$ cat src/rtl/dbgcmd_pkg.sv
package dbgcmd_pkg;

   localparam int OPW_W  = 16;
   localparam int CODE_W = 6;
   localparam int REG_W  = 3;

   typedef enum logic [1:0] {
      SZ_BYTE = 2'b00,
      SZ_WORD = 2'b01,
      SZ_LONG = 2'b10,
      SZ_RSVD = 2'b11
   } opsize_e;

   typedef enum logic [1:0] {
      ST_IDLE,
      ST_ADDR_HI,
      ST_ADDR_LO,
      ST_DATA
   } frame_st_e;

   typedef struct packed {
      logic [CODE_W-1:0] code;
      logic              to_host;
      opsize_e           size;
      logic              areg;
      logic [REG_W-1:0]  regnum;
   } opfields_t;

endpackage

$ cat src/rtl/cmdfrm_opword_decode.sv
module cmdfrm_opword_decode
   import dbgcmd_pkg::*;
#(
   parameter logic [63:0] ADDR_CODE_MASK     = 64'h2,
   parameter logic [63:0] DATA_CODE_MASK     = 64'h6,
   parameter bit          DATA_ON_WRITE_ONLY = 1'b1
) (
   input  logic [OPW_W-1:0] opword,
   output opfields_t        fields,
   output logic             malformed,
   output logic             needs_addr,
   output logic             needs_data,
   output logic             data_two
);

   localparam int N_CODES = 2 ** CODE_W;

   if (N_CODES > 64) begin : g_bad_codes
      $error("command code space exceeds mask width");
   end

   logic resv_set;
   logic size_bad;
   logic data_code;

   always_comb begin
      fields.code    = opword[15:10];
      fields.to_host = opword[8];
      fields.size    = opsize_e'(opword[7:6]);
      fields.areg    = opword[3];
      fields.regnum  = opword[2:0];
   end

   assign resv_set  = opword[9] | opword[5] | opword[4];
   assign size_bad  = (opword[7:6] == SZ_RSVD);
   assign malformed = resv_set | size_bad;

   assign needs_addr = ADDR_CODE_MASK[opword[15:10]];
   assign data_code  = DATA_CODE_MASK[opword[15:10]];
   assign data_two   = (opword[7:6] == SZ_LONG);

   if (DATA_ON_WRITE_ONLY) begin : g_data_write
      assign needs_data = data_code & ~opword[8];
   end else begin : g_data_always
      assign needs_data = data_code;
   end

endmodule

$ cat src/rtl/cmdfrm_addr_align.sv
module cmdfrm_addr_align
   import dbgcmd_pkg::*;
#(
   parameter int ADDR_W = 32
) (
   input  logic [ADDR_W-1:0] raw_addr,
   input  opsize_e           size,
   output logic [ADDR_W-1:0] aligned_addr
);

   if (ADDR_W < 2) begin : g_bad_addr
      $error("address too narrow for alignment");
   end

   always_comb begin
      aligned_addr = raw_addr;
      case (size)
         SZ_WORD: aligned_addr[0]   = 1'b0;
         SZ_LONG: aligned_addr[1:0] = 2'b00;
         default: ;
      endcase
   end

endmodule

$ cat src/rtl/cmdfrm_data_pack.sv
module cmdfrm_data_pack
   import dbgcmd_pkg::*;
#(
   parameter int WORD_W = 16,
   parameter int DATA_W = 32
) (
   input  logic [WORD_W-1:0] hi_word,
   input  logic [WORD_W-1:0] lo_word,
   input  opsize_e           size,
   output logic [DATA_W-1:0] data
);

   localparam int BYTE_W = 8;

   if (DATA_W != 2 * WORD_W) begin : g_bad_data
      $error("data width must hold two words");
   end

   always_comb begin
      data = '0;
      case (size)
         SZ_BYTE: data[BYTE_W-1:0] = lo_word[BYTE_W-1:0];
         SZ_WORD: data[WORD_W-1:0] = lo_word;
         SZ_LONG: data = {hi_word, lo_word};
         default: data = '0;
      endcase
   end

endmodule

$ cat src/rtl/cmdfrm_decoder.sv
module cmdfrm_decoder
   import dbgcmd_pkg::*;
#(
   parameter int          WORD_W             = 16,
   parameter int          ADDR_W             = 32,
   parameter int          DATA_W             = 32,
   parameter logic [63:0] ADDR_CODE_MASK     = 64'h2,
   parameter logic [63:0] DATA_CODE_MASK     = 64'h6,
   parameter bit          DATA_ON_WRITE_ONLY = 1'b1
) (
   input  logic              clk,
   input  logic              rst_n,
   input  logic              abort,
   input  logic              in_valid,
   input  logic [WORD_W-1:0] in_word,
   output logic              in_ready,
   output logic              cmd_valid,
   output logic              cmd_err,
   output logic [5:0]        cmd_code,
   output logic              cmd_to_host,
   output logic [1:0]        cmd_size,
   output logic              cmd_areg,
   output logic [2:0]        cmd_regnum,
   output logic [ADDR_W-1:0] cmd_addr,
   output logic [DATA_W-1:0] cmd_data
);

   if (WORD_W != OPW_W) begin : g_bad_word
      $error("word width must match operation word width");
   end
   if (ADDR_W != 2 * WORD_W) begin : g_bad_addr
      $error("address must span exactly two words");
   end

   frame_st_e         state_q;
   opfields_t         fld_q;
   logic              need_data_q;
   logic              data_two_q;
   logic              data_second_q;
   logic [WORD_W-1:0] addr_hi_q, addr_lo_q;
   logic [WORD_W-1:0] dat_hi_q, dat_lo_q;
   logic              valid_q, err_q;

   opfields_t dec_fields;
   logic      dec_bad, dec_addr, dec_data, dec_two;
   logic      take;

   cmdfrm_opword_decode #(
      .ADDR_CODE_MASK    (ADDR_CODE_MASK),
      .DATA_CODE_MASK    (DATA_CODE_MASK),
      .DATA_ON_WRITE_ONLY(DATA_ON_WRITE_ONLY)
   ) u_dec (
      .opword    (in_word),
      .fields    (dec_fields),
      .malformed (dec_bad),
      .needs_addr(dec_addr),
      .needs_data(dec_data),
      .data_two  (dec_two)
   );

   assign in_ready = ~abort;
   assign take     = in_valid & in_ready;

   always_ff @(posedge clk) begin
      if (!rst_n) begin
         state_q       <= ST_IDLE;
         fld_q         <= '0;
         need_data_q   <= 1'b0;
         data_two_q    <= 1'b0;
         data_second_q <= 1'b0;
         addr_hi_q     <= '0;
         addr_lo_q     <= '0;
         dat_hi_q      <= '0;
         dat_lo_q      <= '0;
         valid_q       <= 1'b0;
         err_q         <= 1'b0;
      end else begin
         valid_q <= 1'b0;
         err_q   <= 1'b0;
         if (abort) begin
            state_q <= ST_IDLE;
         end else if (take) begin
            case (state_q)
               ST_IDLE: begin
                  if (dec_bad) begin
                     err_q <= 1'b1;
                  end else begin
                     fld_q         <= dec_fields;
                     need_data_q   <= dec_data;
                     data_two_q    <= dec_two;
                     data_second_q <= 1'b0;
                     addr_hi_q     <= '0;
                     addr_lo_q     <= '0;
                     dat_hi_q      <= '0;
                     dat_lo_q      <= '0;
                     if (dec_addr)      state_q <= ST_ADDR_HI;
                     else if (dec_data) state_q <= ST_DATA;
                     else               valid_q <= 1'b1;
                  end
               end
               ST_ADDR_HI: begin
                  addr_hi_q <= in_word;
                  state_q   <= ST_ADDR_LO;
               end
               ST_ADDR_LO: begin
                  addr_lo_q <= in_word;
                  if (need_data_q) begin
                     state_q <= ST_DATA;
                  end else begin
                     state_q <= ST_IDLE;
                     valid_q <= 1'b1;
                  end
               end
               ST_DATA: begin
                  if (data_two_q && !data_second_q) begin
                     dat_hi_q      <= in_word;
                     data_second_q <= 1'b1;
                  end else begin
                     dat_lo_q <= in_word;
                     state_q  <= ST_IDLE;
                     valid_q  <= 1'b1;
                  end
               end
               default: state_q <= ST_IDLE;
            endcase
         end
      end
   end

   cmdfrm_addr_align #(.ADDR_W(ADDR_W)) u_align (
      .raw_addr    ({addr_hi_q, addr_lo_q}),
      .size        (fld_q.size),
      .aligned_addr(cmd_addr)
   );

   cmdfrm_data_pack #(.WORD_W(WORD_W), .DATA_W(DATA_W)) u_pack (
      .hi_word(dat_hi_q),
      .lo_word(dat_lo_q),
      .size   (fld_q.size),
      .data   (cmd_data)
   );

   assign cmd_valid   = valid_q;
   assign cmd_err     = err_q;
   assign cmd_code    = fld_q.code;
   assign cmd_to_host = fld_q.to_host;
   assign cmd_size    = fld_q.size;
   assign cmd_areg    = fld_q.areg;
   assign cmd_regnum  = fld_q.regnum;

endmodule

$ cat config.mk
export PLATFORM = sky130hd
export DESIGN_NAME = cmdfrm_decoder
export DESIGN_NICKNAME = d
export VERILOG_FILES = /design/src/rtl/dbgcmd_pkg.sv /design/src/rtl/cmdfrm_opword_decode.sv /design/src/rtl/cmdfrm_addr_align.sv /design/src/rtl/cmdfrm_data_pack.sv /design/src/rtl/cmdfrm_decoder.sv
export SDC_FILE = /design/constraint.sdc
export NUM_CORES = 1
export LEC_CHECK = 0
export ABC_AREA = 1
export BUFFER_PORTS_ARGS = -buffer_cell sky130_fd_sc_hd__buf_2
export CORE_MARGIN = 5
export CORE_UTILIZATION = 45
export CTS_CLUSTER_SIZE = 10
export DETAILED_ROUTE_END_ITERATION = 6
export MAX_ROUTING_LAYER = met4
export PLACE_DENSITY = 0.8
export SETUP_SLACK_MARGIN = 0.4
export SLEW_MARGIN = 30
export SYNTH_ARGS = -nofsm -noshare
export SYNTH_HDL_FRONTEND = slang
export SYNTH_SLANG_ARGS = --single-unit
$ cat constraint.sdc
create_clock -name clk -period 2.7 [get_ports clk]
set_input_delay 0.54 -clock clk [delete_from_list [all_inputs] [get_ports clk]]
set_output_delay 0.54 -clock clk [all_outputs]
set_load 0.05 [all_outputs]
==> results of run 1 <==
## sequential cells by signal, indices dropped and copies added, names as in the netlist, 2 cells and up
signal      count
state_q         2
addr_hi_q      16
dat_hi_q       16
cmd_size        2
cmd_code        6
dat_lo_q       16
addr_lo_q      16
cmd_regnum      3
## stage by stage
step | hold WS (ns) | total power [W] | setup slack [ns] | area [µm²]
after floorplan | 0.4393 | 0.001365 | 0.2787 | 3740
after global placement | 0.4471 | 0.001412 | 0.6823 | 4153
after detailed placement | 0.4509 | 0.001413 | 0.5986 | 4153
after CTS | 0.4333 | 0.002491 | 0.5064 | 4403
after global routing | 0.4504 | 0.002556 | 0.4043 | 4403
final | 0.4441 | 0.002480 | 0.5311 | 4403
## path summary, 6_finish.rpt
| kind | startpoint | endpoint | slack [ns] | cells after the start |
|---|---|---|---|---|
| setup / recovery | cmd_size[0] | cmd_addr[0] | 0.53 | 5 |
| hold / removal | in_valid | cmd_err | 0.44 | 3 |
| setup reg to reg | state_q[1] | dat_lo_q[15] | 0.97 | 6 |
| hold reg to reg | addr_hi_q[7] | addr_hi_q[7] | 0.46 | 2 |
## power groups by stage
stage | sequential, W | clock [W] | combinational [W]
floorplan | 0.00129 | 0 | 0.0000723
global placement | 0.00128 | 0 | 0.000132
detailed placement | 0.00128 | 0 | 0.000134
CTS | 0.00125 | 0.00111 | 0.000135
global route | 0.00125 | 0.00116 | 0.000147
finish | 0.00125 | 0.00110 | 0.000135
## cell type report
class | count | area, µm²
Clock inverter | 7 | 123.9
Fill cell | 775 | 3731
Clock buffer | 9 | 123.9
Tap cell | 105 | 131.4
Timing Repair Buffer | 102 | 518.0
Sequential cell | 84 | 1682
Multi-Input combinational cell | 344 | 1579
Inverter | 65 | 245.2
## cells by family after synthesis
family                   share of synthesized area
adder cells (fa/ha/maj)                    0.01004
flip-flops                                  0.4499
AO/OA/AOI/OAI                               0.1118
buffers and inverters                       0.1289
AND/OR/NAND/NOR                             0.2993
## metal layers
metal,share of wire,wire length (µm),global-route usage
met2,0.50,4847,0.3365
met3,0.050,482,0.02824
met1,0.43,4170,0.2364
met4,0.022,214,0.07771
met5,0,0,-
## layout by cell type (no fill, tap or decap), drive strengths merged
| master | synthesis | routed |
|---|---|---|
| clkbuf | 13 | 9 |
| clkinvlp | 0 | 1 |
| a211oi | 1 | 1 |
| clkinv | 1 | 3 |
| o21ai | 14 | 14 |
| ha | 3 | 3 |
| nand3 | 25 | 25 |
| nor2 | 77 | 77 |
| nand4 | 2 | 2 |
| nand3b | 5 | 5 |
| buf | 26 | 102 |
| inv | 64 | 65 |
| bufinv | 0 | 3 |
| nand2 | 153 | 153 |
| dfxtp | 84 | 84 |
| a21oi | 64 | 64 |
## worst max-delay path, delay by kind of cell (launching register included)
family	cells	cell delay, ns
buffers and inverters	3	0.37
flip-flops	1	0.40
AND/OR/NAND/NOR	1	0.08
adder cells (fa/ha/maj)	1	0.42
==> reports/results.ini, run 1 <==
[outcome]
status = completed

[power]
switchingPower_w = 0.0005802
combPwrFrac = 0.054
powerDensity_nw_per_um2 = 563.4
switching_share = 0.2339
p_leak_nw = 2.227
p_int_w = 0.001900
seq_power_share = 0.504
pwr-share-clk = 0.442
peakVddDrop_mv = 0.3221

[setup_path]
setup.worst_path.class = flip-flop to primary output
cp-start-kind = flip-flop
cp-end-kind = primary output
cpMostUsedCell = inv_1
worst_path_largest_cell_delay_ns = 0.42
path_cells = inv_1 > ha_2 > nand2_1 > inv_1 > buf_2
path_max_fanout = 9
worst_ep_arrival_time_ns = 1.63
slowest_stage = ha_2
crit_required_ns = 2.16

[clock_tree]
cts_setup_buffers = 0
htreeDepth = 3
cts_resized = 1
cts_buffers = 9
insertion_delay_ns = 0.36
ctsHoldBuffers = 0
clockBufferDepth = 2
cts-root-buf = clkbuf_8
clk_pin_slew_ns = 0.09
cts_num_sinks = 84
cts_tree = yes

[logic_synthesis]
synthesis.area_um2 = 3737
synth-seq-cells = 84
synth_cells = 532
synth_edf_count = 0
yosysWarnings = 0
yosys-top-cells-area = dfxtp_1 (45%), nand2_1 (15%), a21oi_1 (8.4%), nor2_1 (7.3%), inv_1 (5.8%)
yosys.area.top_type = dfxtp_1
yosysUniqueCellTypes = 25
synth_ff_type = dfxtp_1
yosysMostFrequentCell = nand2_1
synth.avg_cell_area_um2 = 7.025
synth_top_area_frac = 0.4499
synthesis.nets = 555
async_reset_ff_frac = 0
synth_common_cells = nand2_1 (146), dfxtp_1 (84), nor2_1 (73)
ys_seq_area_frac = 0.4499

[floorplanning]
io_pins = 100
coreArea_um2 = 8134
start_util = 0.4595
die-area_um2 = 10230
die_h_um = 101.1
die_w_um = 101.1
core.rowCount = 33

[global_route]
grt_pass1_wl_um = 15640
first_global_vias = 3317
grt-ovfl-total = 0
grt_use_total = 0.1982
grt_max_degree = 29
antenna_found_initial = 0

[timing]
hold_violations = 0
rsz0062_at_grt = no
slew_headroom = 0.5340
tightest_slew_ns = 0.6983
period_minus_slack_ns = 2.169
fmax_mhz = 461.1
finalClockSkew_ns = 0.01001
fin_tns_setup_ns = 0
drv_slew = 0
setup_viol = 0
fin_crit_sh = 0.8033

[final_layout]
drive_gt1_frac = 0.2373
fin_cells = 716
areaGrowthSynthToFinish_pct = 17.81
final_util = 0.5413
fin_nets = 629
n_antenna_cell = 0

[detailed_routing]
drc = 0
wire_per_inst_um = 13.57
drtIter0Drc = 236
num_vias = 3496
drt-total-wl_um = 9715
dr.pass1.iters = 4
post_drt_via_cell_ratio = 4.883
ant_nets = 0

[place]
gp_congestion = 0.9484
dp_hpwl_um = 7319
dpl.cell_count = 700
port_buffers = 99

[job]
drv_cap = 0

[worst_hold_path]
min_path_type = input port to flip-flop

(Power assumes the default switching activity.)
==> run 2: changes to the inputs <==
clock period = 2.13 ns   (was 2.7 ns; I/O delays follow)
==> reports/results.ini, run 2 (synthesis results as in run 1) <==
[final_layout]
drive_gt1_frac = 0.3236
layout_common_cells = nand2_1 (129), dfxtp_1 (80), buf_2 (65), a21oi_1 (63), nor2_1 (62)
fin_cells = 723
layout_commonest_cell = nand2_1
n_antenna_cell = 0
regArea_um2 = 1692
areaGrowthSynthToFinish_pct = 34.55
fin_nets = 636
multi_input_area_um2 = 1800
fillers = 663

[floorplanning]
start_util = 0.4595
die_h_um = 101.1
io_pins = 100
coreArea_um2 = 8134
core.rowCount = 33
die-area_um2 = 10230
die_w_um = 101.1

[setup_path]
setup.worst_path.class = flip-flop to primary output
cp.depth = 6
r2r_cells = 7
cp-start-kind = flip-flop
worst_path_largest_cell_delay_ns = 0.37
ff2ff_setup_slack_ns = 0.52
path_cells = inv_2 > ha_4 > buf_12 > nand2_4 > clkinvlp_4 > buf_8
crit_required_ns = 1.70
critPathTopFamily = buffers and inverters
path_buf_inv = 4
worst_ep_arrival_time_ns = 1.51
path_max_fanout = 5
worstReg2RegStart = state_q[1]
cp-end-kind = primary output
startpoint = cmd_size[0]
worstSetupEndpoint = cmd_addr[0]
r2r-end = dat_hi_q[6]
slowest_stage = dfxtp_4

[global_route]
antenna_found_initial = 0
grt_pass1_wl_um = 17880
grt_max_degree = 31
grt-ovfl-total = 0
grt_use_total = 0.2248
first_global_vias = 3723

[detailed_routing]
post_drt_via_cell_ratio = 5.199
ant_nets = 0
drc = 0
drt-total-wl_um = 11260
drtIter0Drc = 355
num_vias = 3759
dr.pass1.iters = 5
wire_per_inst_um = 15.57

[power]
peakVddDrop_mv = 0.2649
seq_power_share = 0.560
pwr-share-clk = 0.369
switching_share = 0.2597
power_w = 0.002825
p_leak_nw = 2.452
powerDensity_nw_per_um2 = 561.8
combPwrFrac = 0.070
p_int_w = 0.002091
switchingPower_w = 0.0007336

[clock_tree]
cts_tree = yes
ctsHoldBuffers = 0
cts-root-buf = clkbuf_8
cts_buffers = 9
cts_num_sinks = 84
insertion_delay_ns = 0.35
clk_pin_slew_ns = 0.09
htreeDepth = 3
clockBufferDepth = 2

[timing]
fmax_mhz = 517.8
hold_slack_ns = 0.3335
period_minus_slack_ns = 1.931
hold_violations = 0
fin_tns_setup_ns = 0
tightest_slew_ns = 0.5876
rsz0062_at_grt = yes
setup_ws_ns = 0.1987
finalClockSkew_ns = 0.01222
fin_crit_sh = 0.9067
slew_headroom = 0.6078
setup_viol = 0
drv_slew = 0

[place]
post-place-ws_ns = 0.3293
gp_congestion = 0.9025
dpl.cell_count = 703
port_buffers = 99
dp_hpwl_um = 7476

[worst_hold_path]
min_path_type = input port to flip-flop
hp-start = in_valid

[job]
drv_cap = 0

[outcome]
status = completed

[run 2: cell types whose count changed in the layout (fill, tap and decap cells not counted), moves of 4 or more]
cell,before,now
buf_2,99,65
buf_4,3,10
buf_6,0,6
buf_8,0,22
clkinvlp_4,1,12
dfxtp_1,84,80
inv_1,58,40
inv_2,6,13
nand2_1,146,129
nand2_4,3,20
nor2_1,72,62
nor2_4,2,11
[run 2: tightest hold or removal path: stages]
cell	delay [ns]
buf_2	0.11
nand2_1	0.07
nor2_1	0.05
[run 2: layout make-up]
cell class	instances	share of cell area
multi-input combinational	344	0.3581
inverter	65	0.05673
sequential	84	0.3364
timing repair buffer	109	0.1871
clock inverter	5	0.007465
tap	105	0.02613
clock buffer	11	0.02812
[run 2: power by group through the flow]
stage / registers, W / logic [W] / clock network [W]
3_5_place_dp: 0.00162 / 0.000178 / 0
2_1_floorplan: 0.00164 / 0.0000996 / 0
3_3_place_gp: 0.00162 / 0.000175 / 0
4_1_cts: 0.00158 / 0.000193 / 0.00105
6_report: 0.00158 / 0.000198 / 0.00104
5_1_grt: 0.00158 / 0.000214 / 0.00113
[run 2: layer usage]
layer | vias to the layer above | track usage | part of all wire
met5 | - | - | 0
met4 | 0 | 0.1033 | 0.041
met3 | 55 | 0.04545 | 0.075
met2 | 216 | 0.3652 | 0.49
met1 | 1696 | 0.2674 | 0.39
li1 | 1792 | - | -
[run 2: worst min path at each step]
stage                         end  cells after the start
finish                    cmd_err                      3
global route              cmd_err                      3
CTS                     cmd_valid                      3
detailed placement  addr_lo_q[13]                      2
global placement     addr_hi_q[6]                      2
floorplan              data_two_q                      2
[run 2: repair_timing]
| action | in CTS | in global routing |
|---|---|---|
| setup buffers | 1 | 0 |
| gates resized for setup | 106 | 27 |
| pin swaps | 12 | 5 |
| cloned | 3 | 0 |
| endpoints found under the setup margin | 34 | 59 |
[run 2: per-stage QoR]
stage | util | instance area, µm²
after floorplan | - | 3928
after global routing | 0.6182 | 5029
after detailed placement | 0.5315 | 4323
final | 0.6182 | 5029
after CTS | 0.6048 | 4920
after global placement | 0.5315 | 4323
